===== src/rtl/flash_commit_pkg.sv =====
package flash_commit_pkg;

  typedef enum logic [2:0] {
    CK_NONE      = 3'd0,
    CK_CLR_FREE  = 3'd1,
    CK_HDR       = 3'd2,
    CK_DATA      = 3'd3,
    CK_SET_VALID = 3'd4,
    CK_OBS_OLD   = 3'd5
  } cmdKind_e;

  typedef struct packed {
    logic     load;
    cmdKind_e step;
  } ctrlStrobe_t;

endpackage


===== src/rtl/flash_commit_ctrl.sv =====
module flash_commit_ctrl
  import flash_commit_pkg::*;
#(
  parameter bit FOLD_FREE = 1'b0
) (
  input  logic        clk,
  input  logic        rstN,
  input  logic        reqValid,
  input  logic        reqHasOld,
  input  logic        vbnReserved,
  input  logic        cmdDone,
  output logic        reqAccept,
  output logic        busy,
  output ctrlStrobe_t strobe
);

  localparam cmdKind_e FIRST_STEP = FOLD_FREE ? CK_HDR : CK_CLR_FREE;

  cmdKind_e stateQ, stateD;
  logic     hasOldQ;

  assign busy      = (stateQ != CK_NONE);
  assign reqAccept = reqValid && !busy && !(FOLD_FREE && vbnReserved);

  always_comb begin
    stateD = stateQ;
    unique case (stateQ)
      CK_NONE:      if (reqAccept) stateD = FIRST_STEP;
      CK_CLR_FREE:  if (cmdDone) stateD = CK_HDR;
      CK_HDR:       if (cmdDone) stateD = CK_DATA;
      CK_DATA:      if (cmdDone) stateD = CK_SET_VALID;
      CK_SET_VALID: if (cmdDone) stateD = hasOldQ ? CK_OBS_OLD : CK_NONE;
      CK_OBS_OLD:   if (cmdDone) stateD = CK_NONE;
      default:      stateD = CK_NONE;
    endcase
  end

  always_ff @(posedge clk or negedge rstN) begin
    if (!rstN) begin
      stateQ  <= CK_NONE;
      hasOldQ <= 1'b0;
    end else begin
      stateQ <= stateD;
      if (reqAccept) hasOldQ <= reqHasOld;
    end
  end

  assign strobe.load = reqAccept;
  assign strobe.step = stateQ;

endmodule


===== src/rtl/flash_commit_dpath.sv =====
module flash_commit_dpath
  import flash_commit_pkg::*;
#(
  parameter int VBN_W  = 6,
  parameter int ADDR_W = 8,
  parameter int DATA_W = 16
) (
  input  logic              clk,
  input  logic              rstN,
  input  ctrlStrobe_t       strobe,
  input  logic [VBN_W-1:0]  reqVbn,
  input  logic [ADDR_W-1:0] reqNewAddr,
  input  logic [ADDR_W-1:0] reqOldAddr,
  input  logic              reqHasOld,
  input  logic [1:0]        reqOldVer,
  input  logic [DATA_W-1:0] reqData,
  output logic              vbnReserved,
  output logic              cmdValid,
  output logic [2:0]        cmdKind,
  output logic [ADDR_W-1:0] cmdAddr,
  output logic [DATA_W-1:0] cmdData
);

  localparam int HDR_W = VBN_W + 2;

  logic [VBN_W-1:0]  vbnQ;
  logic [ADDR_W-1:0] newAddrQ, oldAddrQ;
  logic [1:0]        verQ;
  logic [DATA_W-1:0] dataQ;

  assign vbnReserved = &reqVbn;

  always_ff @(posedge clk or negedge rstN) begin
    if (!rstN) begin
      vbnQ     <= '0;
      newAddrQ <= '0;
      oldAddrQ <= '0;
      verQ     <= '0;
      dataQ    <= '0;
    end else if (strobe.load) begin
      vbnQ     <= reqVbn;
      newAddrQ <= reqNewAddr;
      oldAddrQ <= reqOldAddr;
      verQ     <= reqHasOld ? reqOldVer + 2'd1 : 2'd0;
      dataQ    <= reqData;
    end
  end

  logic [HDR_W-1:0] hdrWord;
  assign hdrWord = {verQ, vbnQ};

  assign cmdValid = (strobe.step != CK_NONE);
  assign cmdKind  = strobe.step;
  assign cmdAddr  = (strobe.step == CK_OBS_OLD) ? oldAddrQ : newAddrQ;

  always_comb begin
    cmdData = '0;
    if (strobe.step == CK_HDR)  cmdData = DATA_W'(hdrWord);
    if (strobe.step == CK_DATA) cmdData = dataQ;
  end

endmodule


===== src/rtl/flash_recover_class.sv =====
module flash_recover_class #(
  parameter int VBN_W     = 6,
  parameter bit FOLD_FREE = 1'b0
) (
  input  logic             aFree,
  input  logic             aValid,
  input  logic             aLive,
  input  logic [1:0]       aVer,
  input  logic [VBN_W-1:0] aVbn,
  input  logic             bFree,
  input  logic             bValid,
  input  logic             bLive,
  input  logic [1:0]       bVer,
  input  logic [VBN_W-1:0] bVbn,
  output logic [1:0]       keep,
  output logic [1:0]       obsolete,
  output logic [1:0]       erase
);

  logic [1:0] used, good;
  logic       bNewer;

  generate
    if (FOLD_FREE) begin : g_fold
      assign used = {~&bVbn, ~&aVbn};
    end else begin : g_flag
      assign used = {~bFree, ~aFree};
    end
  endgenerate

  assign erase  = used & {bValid, aValid};
  assign good   = used & {~bValid, ~aValid} & {bLive, aLive};
  assign bNewer = (bVer == aVer + 2'd1);

  always_comb begin
    keep     = 2'b00;
    obsolete = 2'b00;
    unique case (good)
      2'b11: begin
        keep     = bNewer ? 2'b10 : 2'b01;
        obsolete = bNewer ? 2'b01 : 2'b10;
      end
      2'b01:   keep = 2'b01;
      2'b10:   keep = 2'b10;
      default: keep = 2'b00;
    endcase
  end

endmodule


===== src/rtl/flash_commit_seq.sv =====
module flash_commit_seq
  import flash_commit_pkg::*;
#(
  parameter int VBN_W     = 6,
  parameter int ADDR_W    = 8,
  parameter int DATA_W    = 16,
  parameter bit FOLD_FREE = 1'b0
) (
  input  logic              clk,
  input  logic              rstN,
  input  logic              reqValid,
  input  logic [VBN_W-1:0]  reqVbn,
  input  logic [ADDR_W-1:0] reqNewAddr,
  input  logic [ADDR_W-1:0] reqOldAddr,
  input  logic              reqHasOld,
  input  logic [1:0]        reqOldVer,
  input  logic [DATA_W-1:0] reqData,
  output logic              reqAccept,
  output logic              busy,
  output logic              cmdValid,
  output logic [2:0]        cmdKind,
  output logic [ADDR_W-1:0] cmdAddr,
  output logic [DATA_W-1:0] cmdData,
  input  logic              cmdDone,
  input  logic              recAFree,
  input  logic              recAValid,
  input  logic              recALive,
  input  logic [1:0]        recAVer,
  input  logic [VBN_W-1:0]  recAVbn,
  input  logic              recBFree,
  input  logic              recBValid,
  input  logic              recBLive,
  input  logic [1:0]        recBVer,
  input  logic [VBN_W-1:0]  recBVbn,
  output logic [1:0]        recKeep,
  output logic [1:0]        recObsolete,
  output logic [1:0]        recErase
);

  ctrlStrobe_t strobe;
  logic        vbnReserved;

  flash_commit_ctrl #(.FOLD_FREE(FOLD_FREE)) u_ctrl (
    .clk(clk), .rstN(rstN), .reqValid(reqValid), .reqHasOld(reqHasOld),
    .vbnReserved(vbnReserved), .cmdDone(cmdDone),
    .reqAccept(reqAccept), .busy(busy), .strobe(strobe)
  );

  flash_commit_dpath #(.VBN_W(VBN_W), .ADDR_W(ADDR_W), .DATA_W(DATA_W)) u_dpath (
    .clk(clk), .rstN(rstN), .strobe(strobe), .reqVbn(reqVbn),
    .reqNewAddr(reqNewAddr), .reqOldAddr(reqOldAddr), .reqHasOld(reqHasOld),
    .reqOldVer(reqOldVer), .reqData(reqData), .vbnReserved(vbnReserved),
    .cmdValid(cmdValid), .cmdKind(cmdKind), .cmdAddr(cmdAddr), .cmdData(cmdData)
  );

  flash_recover_class #(.VBN_W(VBN_W), .FOLD_FREE(FOLD_FREE)) u_class (
    .aFree(recAFree), .aValid(recAValid), .aLive(recALive), .aVer(recAVer), .aVbn(recAVbn),
    .bFree(recBFree), .bValid(recBValid), .bLive(recBLive), .bVer(recBVer), .bVbn(recBVbn),
    .keep(recKeep), .obsolete(recObsolete), .erase(recErase)
  );

endmodule


===== config.mk =====
export PLATFORM = sky130hd
export DESIGN_NAME = flash_commit_seq
export DESIGN_NICKNAME = d
export VERILOG_FILES = /design/src/rtl/flash_commit_pkg.sv /design/src/rtl/flash_commit_ctrl.sv /design/src/rtl/flash_commit_dpath.sv /design/src/rtl/flash_recover_class.sv /design/src/rtl/flash_commit_seq.sv
export SDC_FILE = /design/constraint.sdc
export NUM_CORES = 1
export LEC_CHECK = 0
export BUFFER_PORTS_ARGS = -buffer_cell sky130_fd_sc_hd__buf_4
export CAP_MARGIN = 10
export CORE_ASPECT_RATIO = 1.4
export CORE_MARGIN = 2
export CORE_UTILIZATION = 47
export CTS_CLUSTER_DIAMETER = 30
export DETAILED_ROUTE_END_ITERATION = 8
export GPL_TIMING_DRIVEN = 0
export PLACE_DENSITY = 0.8
export SETUP_SLACK_MARGIN = 0.15
export SKIP_CTS_REPAIR_TIMING = 1
export SYNTH_ARGS = -nofsm -noshare
export SYNTH_HDL_FRONTEND = slang
export SYNTH_SLANG_ARGS = --single-unit

===== constraint.sdc =====
create_clock -name clk -period 2.2 [get_ports clk]
set_clock_uncertainty 0.1 [all_clocks]
set_input_delay 0.33 -clock clk [delete_from_list [all_inputs] [get_ports clk]]
set_output_delay 0.33 -clock clk [all_outputs]
set_load 0.01 [all_outputs]

==> results of run 1 <==
==> per-layer routing <==
layer,track usage,part of all wire,up-vias
met5,0,0,-
met4,0.0465,0.0094,0
met3,0.0636,0.073,4
li1,-,-,781
met2,0.319,0.52,69
met1,0.202,0.40,799
==> cells by family (layout without fill, tap and decap cells) <==
group           count (synthesis)  in the layout
compound gates                  9              9
xor+xnor                        3              3
buf+inv                        13            116
flops                          44             44
mux                            56             56
simple gates                   41             41
==> final timing paths <==
kind | endpoint | slack (ns) | depth (start not counted)
max | cmdValid | 0.19 | 4
min | u_dpath.dataQ[3] | 0.17 | 2
max reg2reg | u_dpath.vbnQ[2] | 0.32 | 6
min reg2reg | u_dpath.vbnQ[5] | 0.39 | 1
max in group asynchronous | u_ctrl.stateQ[0] | 1.10 | 2
min in group asynchronous | u_dpath.oldAddrQ[4] | 0.50 | 2
==> flip-flops by register name (all words and copies together), names as in the netlist <==
signal / flops
u_ctrl.hasOldQ: 1
u_dpath.oldAddrQ: 8
u_dpath.newAddrQ: 8
u_ctrl.stateQ: 3
u_dpath.vbnQ: 6
u_dpath.dataQ: 16
u_dpath.verQ: 2
==> critical path, cell delays in order (launching register included) <==
cell,delay [ns]
dfrtp_2,0.44
buf_4,0.20
or3_1,0.39
buf_4,0.14
buf_4,0.13
==> layout by cell type, fill, tap and decap left out, drive strengths merged <==
| cell type | netlist | routed |
|---|---|---|
| and3 | 8 | 8 |
| inv | 3 | 3 |
| xor2 | 3 | 3 |
| dfrtp | 44 | 44 |
| nor3b | 2 | 2 |
| nand3 | 2 | 2 |
| nor4b | 1 | 1 |
| nand3b | 1 | 1 |
| nor2 | 12 | 12 |
| nand2 | 5 | 5 |
| buf | 8 | 103 |
| dlygate4sd3 | 0 | 1 |
| a31oi | 1 | 1 |
| mux2 | 47 | 47 |
| nor2b | 5 | 5 |
| a21oi | 1 | 1 |
| mux2i | 9 | 9 |
| o2bb2ai | 1 | 1 |
| clkbuf | 2 | 8 |
| nand2b | 3 | 3 |
| clkinv | 0 | 1 |
| or3b | 1 | 1 |
| a21boi | 2 | 2 |
| o21ai | 4 | 4 |
| or3 | 1 | 1 |
==> power groups by stage <==
stage               Combinational, uW  Clock [uW]  Sequential [uW]
floorplan                        1460           0             1410
global placement                 2100           0             1470
detailed placement               2150           0             1480
CTS                              2150         480             1480
global route                     2370         520             1520
finish                           2220         466             1470
==> area by class of cell <==
class,count,share of cell area
plain buffers,10,0.0387
clock buffers,6,0.0229
clock inverters,1,0.00158
inverters,3,0.00355
multi-input cells,109,0.332
flip-flops and latches,44,0.348
well taps,62,0.0245
repair buffers,96,0.228
==> through the flow <==
step                      power, uW  setup TNS, ns
after floorplan                2870              0
after global routing           4410              0
after detailed placement       3630              0
final                          4150              0
after global placement         3560              0
after CTS                      4110         -0.203
==> metrics.txt, run 1 <==
worst hold path class input port to flop; most frequent cell after synthesis dfrtp_1; Post-Syn Instances 166; HP Start reqData[3]; die width 62.7 um; vias in the first global route between 1500 and 2000; Pre-Repair DR Iteration Count 4; main flop type after synthesis dfrtp_1; Synth Cell Area 0.00227 mm^2; vias per cell 4.99; H-tree depth 2; Port Buf Inserts 90; clk_lat worst skew 0.28 ns; Final nets about 340; Worst-path clk slew roughly 0.08 ns; placeable core area 0.00461 mm^2; Synth top area share 0.485; top cells by count, synth dfrtp_1 (44), mux2_4 (30), mux2_2 (14); main combinational cell family by area after synthesis multiplexers; Worst R2R Start u_ctrl.stateQ[1]; placed cell count roughly 320; Longest Clk Path Bufs 2; Final Cell Area around 0.0032 mm^2; Switching Fraction 0.323; Crit. End Element output pin; CTS Root Cell clkbuf_8; PnR worst setup slack 0.189 ns; share of cells above drive strength 1 0.602; P per Cell Area 1310 mW/mm^2; EDFF count, synth 0; Routed Antenna Nets 0; pin count of the biggest net entering global routing 45; crit path kind flop to output pin; CP Launch Type flop; sequential power share 0.354; Worst setup startpoint u_ctrl.stateQ[0]; VDD IR-drop max 0.000744 V; routability cong. 0.727; Layout area overhead 39.6%; mux share of post-synthesis cell area 0.322; dpl hpwl 3540 um; fillers 359; Mean Syn Cell Area around 14 um^2; Req. time, crit path 1.77 ns; maxcap violations 0; Top Ports 103; Yosys reg bits 44; Final Core Density 0.687; arrival time worst endpoint approximately 1.6 ns; initial antenna violation count 0; gr usage total 0.178; die area around 0.0054 mm^2; final non-filler cell total 331; leakage power 0.00159 uW; DRC viols 0; YS warnings 0; CTS Buf Count 5; clock share of power 0.112; sequential area share after synthesis 0.485; CTS tree done; Logic pwr share 0.533; per-cell routed wire length 14.5 um; row count 29; post-place setup slack 0.296 ns; FMAX 497 MHz; first-pass GRT wire length about 7600 um; area of the multi-input gates 0.00105 mm^2; post-synthesis compound-gate area fraction 0.0243; synth top area cells dfrtp_1 (49%), mux2_4 (20%), mux2_2 (6.9%); diode count 0; grt ovf 0; clk sinks 44; post-synth cell types 29; Yosys top cell by area dfrtp_1; FFs w/ async S/R, synth 1.00; setup violators final 0; internal power 2810 uW; Fin. Hold Viols 0; Min Hold Slack 0.168 ns; Simple-Gate Fraction of Synth Area 0.0998; crit-path max FO 10; Adder-Cell Fraction of Synth Area 0; Die H 86.2 um; Post-Synth XOR/XNOR Area 0.0116; status complete, no violations; Slew Viols, Final 0; NetSw 1340 uW; Total Wirelength 4790 um; Worst slew margin 0.630; RSZ-0062 raised after global routing no; sequential cell area 0.00110 mm^2; worst-margin pin slew 0.555 ns; min Tclk post-route 2.01 ns; syn nets 233; DP Area 0.00302 mm^2; Tcrit/Tclk final 0.914; Vias 1653; initial core utilization 0.493; Iteration-0 DRC Markers 16
Power figures use the tool's default switching activity.
==> inputs of run 2 (changes only) <==
==> constraint.sdc (replaced) <==
create_clock -name clk -period 1.95 [get_ports clk]
set_clock_uncertainty 0.1 [all_clocks]
set_input_delay 0.2925 -clock clk [delete_from_list [all_inputs] [get_ports clk]]
set_output_delay 0.2925 -clock clk [all_outputs]
set_load 0.01 [all_outputs]
==> run 2 against run 1 <==
  * Via count hardly changed
  * Global-route usage unchanged
  * Clock power is 12% higher
  * Largest cell class is now multi-input combinational cells
  * Largest power group unchanged
  * Critical path type unchanged
==> metrics.txt, run 2 (synthesized netlist as in run 1, its figures left out) <==
Slew Viols, Final 0; Tcrit/Tclk final 0.992; gr usage total 0.178; share of cells above drive strength 1 0.653; DP Area a little over 0.003 mm^2; leakage power ~0.0016 uW; initial core utilization 0.493; die area 0.00541 mm^2; worst-margin pin slew around 0.56 ns; die width 62.7 um; Final nets between 300 and 400; Total Wirelength 4900 um; CTS Buf Count 5; max reg flops 16; Final Cell Area 0.00337 mm^2; Top Ports 103; per-cell routed wire length roughly 15 um; vias in the first global route 1736; CTS tree done; Die H around 86 um; Req. time, crit path 1.56 ns; RSZ-0062 raised after global routing yes; fillers 336; sequential cell area 0.00110 mm^2; Worst-path clk slew 0.08 ns; Pre-Repair DR Iteration Count 4; Biggest register u_dpath.dataQ; vias per cell 4.96; worst hold stages 2; CTS Root Cell clkbuf_8; VDD IR-drop max between 0.0008 and 0.0009 V; Crit. End Element output pin; P per Cell Area between 1500 and 2000 mW/mm^2; clk_lat worst skew about 0.28 ns; Longest Clk Path Bufs 2; final non-filler cell total 333; Fin. Hold Viols 0; grt ovf 0; Crit path max-delay family flip-flops; slowest stage delay, CP 0.46 ns; maxcap violations 0; H-tree depth 2; crit path kind flop to output pin; GRT Max-Usage Layer met2; M2 GR Usage 0.319; placeable core area 0.00461 mm^2; routability cong. 0.727; FMAX 517 MHz; pin count of the biggest net entering global routing 45; placed cell count between 300 and 400; arrival time worst endpoint 1.54 ns; initial antenna violation count 0; highest-count cells in the layout ignoring fill and taps buf_4 (91), dfrtp_1 (42), mux2_4 (30); Iteration-0 DRC Markers 25; area of the multi-input gates between 0.001 and 0.0015 mm^2; Port Buf Inserts 90; CP max-delay cell dfrtp_2; GRT met1 Usage 0.202; worst hold path class input port to flop; diode count 0; crit-path max FO 5; crit path cell chain buf_8 > or3_1 > buf_4 > buf_4; status complete, no violations; biggest regs u_dpath.dataQ (16), u_dpath.newAddrQ (8), u_dpath.oldAddrQ (8); dpl hpwl 3540 um; r2r worst-path depth 6; first-pass GRT wire length 7650 um; DRC viols 0; clk sinks 44; CP Launch Type flop; Final Core Density 0.731; min Tclk post-route 1.93 ns; Vias between 1500 and 2000; sum of buffers and inverters on the critical path 3; row count 29; CP Depth 4; Layout area overhead 48.3%; Routed Antenna Nets 0; GR Layer Usage met3 0.0636; most common cell after layout, fill and taps aside buf_4; Crit path top cell by count buf_4; Worst slew margin 0.626; setup violators final 0
[run 2: path summary, 6_finish.rpt]
kind                                  endpoint  slack [ns]              from
hold / removal                u_dpath.dataQ[3]        0.13        reqData[3]
min in group asynchronous  u_dpath.oldAddrQ[4]        0.47              rstN
hold reg to reg               u_dpath.dataQ[3]        0.40  u_dpath.dataQ[3]
setup reg to reg               u_dpath.vbnQ[2]        0.16  u_ctrl.stateQ[2]
setup / recovery                      cmdValid        0.02  u_ctrl.stateQ[0]
max in group asynchronous     u_ctrl.stateQ[0]        0.87              rstN
[run 2: per-layer routing]
metal  vias up  wire length [um]
li1        788                 -
met4         0                45
met1       794              1970
met2        66              2540
met3         4               352
met5         -                 0
[run 2: power breakdown]
| group | switching [uW] | leakage [uW] | internal (uW) | total, uW |
|---|---|---|---|---|
| sequential | 343 | 0.000522 | 1390 | 1730 |
| clock | 279 | 0.0000410 | 244 | 523 |
| combinational | 1120 | 0.00105 | 1840 | 2960 |
| total | 1740 | 0.00162 | 3470 | 5220 |
[run 2: worst reg2reg max path: stages (launching register included)]
cell and delay [ns]:
dfrtp_2 0.44, buf_12 0.15, nor4b_4 0.22, buf_6 0.16
buf_8 0.14, buf_12 0.16, mux2_4 0.31
[run 2: through the flow]
step / total power, uW / setup slack, ns / hold WS, ns / setup TNS (ns)
final: 5220 / 0.0157 / 0.130 / 0
after detailed placement: 4090 / 0.0830 / 0.219 / 0
after floorplan: 3240 / 0.274 / -0.103 / 0
after global placement: 4020 / 0.0437 / 0.217 / 0
after global routing: 5540 / -0.0298 / 0.116 / -0.162
after CTS: 4630 / -0.246 / -0.0911 / -2.51
[run 2: final cells by class]
cell class,count,area share
clock buffers,6,0.0216
plain buffers,10,0.0416
well taps,62,0.0230
clock inverters,1,0.00149
flip-flops and latches,44,0.328
repair buffers,98,0.231
inverters,3,0.00334
multi-input cells,109,0.350
==> inputs of run 3 (changes only) <==
--- a/config.mk
+++ b/config.mk
@@ -9,11 +9,10 @@
 export CAP_MARGIN = 10
 export CORE_ASPECT_RATIO = 1.4
 export CORE_MARGIN = 2
-export CORE_UTILIZATION = 47
+export CORE_UTILIZATION = 35
 export CTS_CLUSTER_DIAMETER = 30
 export DETAILED_ROUTE_END_ITERATION = 8
 export GPL_TIMING_DRIVEN = 0
-export PLACE_DENSITY = 0.8
 export SETUP_SLACK_MARGIN = 0.15
 export SKIP_CTS_REPAIR_TIMING = 1
 export SYNTH_ARGS = -nofsm -noshare
==> run 3 against run 2 <==
  * Critical path depth is the same
  * Cell area grew 6.1%
  * Sequential share of layout area shrank 1.9 points
  * Total power grew 8.2%
  * Global-route usage shrank 3.5 points
  * Hold slack lost 0.0037 ns
  * Sequential power is essentially flat
  * Maximum frequency is essentially flat
  * Setup slack is essentially flat
  * Non-clock buffer count grew 10
  * Via count grew 3.3%
  * Clock-buffer cell count is the same
  * Critical endpoint is now cmdAddr[4]
==> metrics.txt, run 3 (synthesized netlist as in run 1, its figures left out) <==
Worst slew margin 0.623; CP max-delay cell dfrtp_2; gr usage total 0.142; RSZ-0062 raised after global routing yes; Req. time, crit path 1.56 ns; CTS Buf Count 5; CP Launch Type flop; worst-margin pin slew 0.566 ns; Crit. End Element output pin; routability cong. between 0.6 and 0.7; CTS Root Cell clkbuf_8; DRC viols 0; Tot Pwr 5640 uW; biggest regs u_dpath.dataQ (16), u_dpath.newAddrQ (8), u_dpath.oldAddrQ (8); maxcap violations 0; diode count 0; H-tree depth 2; vias per cell 4.82; Tcrit/Tclk final 0.992; Final Cell Area approximately 0.0036 mm^2; first-pass GRT wire length 7970 um; Slew Viols, Final 0; crit-path max FO 8; P per Cell Area 1580 mW/mm^2; die area 0.00715 mm^2; Die H 99.3 um; per-cell routed wire length 15.1 um; share of cells above drive strength 1 0.684; HP Start reqData[4]; row count 34; placeable core area 0.00625 mm^2; Iteration-0 DRC Markers 41; Worst-path clk slew about 0.080 ns; initial antenna violation count 0; crit path kind flop to output pin; Worst setup startpoint u_ctrl.stateQ[0]; Port Buf Inserts 90; Pre-Repair DR Iteration Count 4; sum of buffers and inverters on the critical path 2; dpl hpwl 3550 um; Top Ports 103; slowest stage delay, CP 0.45 ns; status complete, no violations; Routed Antenna Nets 0; DP Area 0.00304 mm^2; max reg flops 16; die width 72.1 um; Crit path max-delay family flip-flops; min Tclk post-route approximately 1.9 ns; NetSw between 1500 and 2000 uW; Longest Clk Path Bufs 2; Final nets 348; Vias 1707; most common cell after layout, fill and taps aside buf_4; Fin. Hold Viols 0; leakage power between 0.0015 and 0.002 uW; Logic pwr share 0.577; Biggest register u_dpath.dataQ; initial core utilization 0.363; CTS tree done; crit path cell chain buf_4 > nand2_4 > mux2_2 > buf_4; grt ovf 0; Switching Fraction 0.323; VDD IR-drop max between 0.0007 and 0.0008 V; clk_lat worst skew 0.28 ns; highest-count cells in the layout ignoring fill and taps buf_4 (94), dfrtp_1 (42), mux2_4 (32); fillers 558; Total Wirelength between 5000 and 6000 um; internal power 3820 uW; FMAX 517 MHz; arrival time worst endpoint 1.54 ns; Layout area overhead 57.4%; pin count of the biggest net entering global routing 45; vias in the first global route 1700; worst hold path class input port to flop; Crit path top cell by count buf_4; setup violators final 0; Worst R2R Start u_ctrl.stateQ[2]; sequential power share 0.303; clock share of power 0.120; clk sinks 44
[run 3: cell count changes in the layout (fill, tap and decap cells not counted), sizes merged]
cell	change
buf	+7
clkbuf	+3
bufinv	+1
[run 3: layout make-up]
type | count | area (um^2) | share of cell area
plain buffers | 10 | 151 | 0.0424
flip-flops and latches | 44 | 1100 | 0.309
inverters | 3 | 11.3 | 0.00315
repair buffers | 108 | 906 | 0.254
clock buffers | 6 | 72.6 | 0.0203
multi-input cells | 109 | 1200 | 0.337
clock inverters | 2 | 35.0 | 0.00981
well taps | 72 | 90.1 | 0.0252
[run 3: power by group through the flow]
stage	clock network, uW	logic (uW)	registers (uW)
finish	677	3260	1710
global route	746	3470	1770
global placement	0	2400	1660
detailed placement	0	2430	1660
CTS	709	2430	1650
floorplan	0	1640	1590
[run 3: per-stage QoR]
stage / std cells / utilization / setup TNS [ns] / setup WS, ns / hold slack (ns)
floorplan: 166 / - / 0 / 0.274 / -0.103
global placement: 328 / 0.485 / 0 / 0.0258 / 0.231
detailed placement: 328 / 0.485 / 0 / 0.0344 / 0.229
CTS: 336 / 0.503 / -3.42 / -0.315 / -0.0952
global route: 354 / 0.571 / -0.314 / -0.0393 / 0.111
finish: 354 / 0.571 / 0 / 0.0154 / 0.127
[run 3: worst paths after layout]
path / end / depth (start not counted) / slack, ns
worst max-delay path: cmdAddr[4] / 4 / 0.02
worst min-delay path: u_dpath.dataQ[4] / 2 / 0.13
worst max register to register: u_dpath.newAddrQ[2] / 6 / 0.08
worst min register to register: u_ctrl.stateQ[1] / 1 / 0.40
max in group asynchronous: u_ctrl.stateQ[2] / 2 / 0.90
min in group asynchronous: u_dpath.oldAddrQ[6] / 2 / 0.44
[run 3: metal layers]
metal	GRT usage	wire length (um)	vias to the layer above
met3	0.0405	384	5
met4	0.0479	60	0
met2	0.231	2760	67
met5	0	0	-
met1	0.181	2140	831
li1	-	-	804
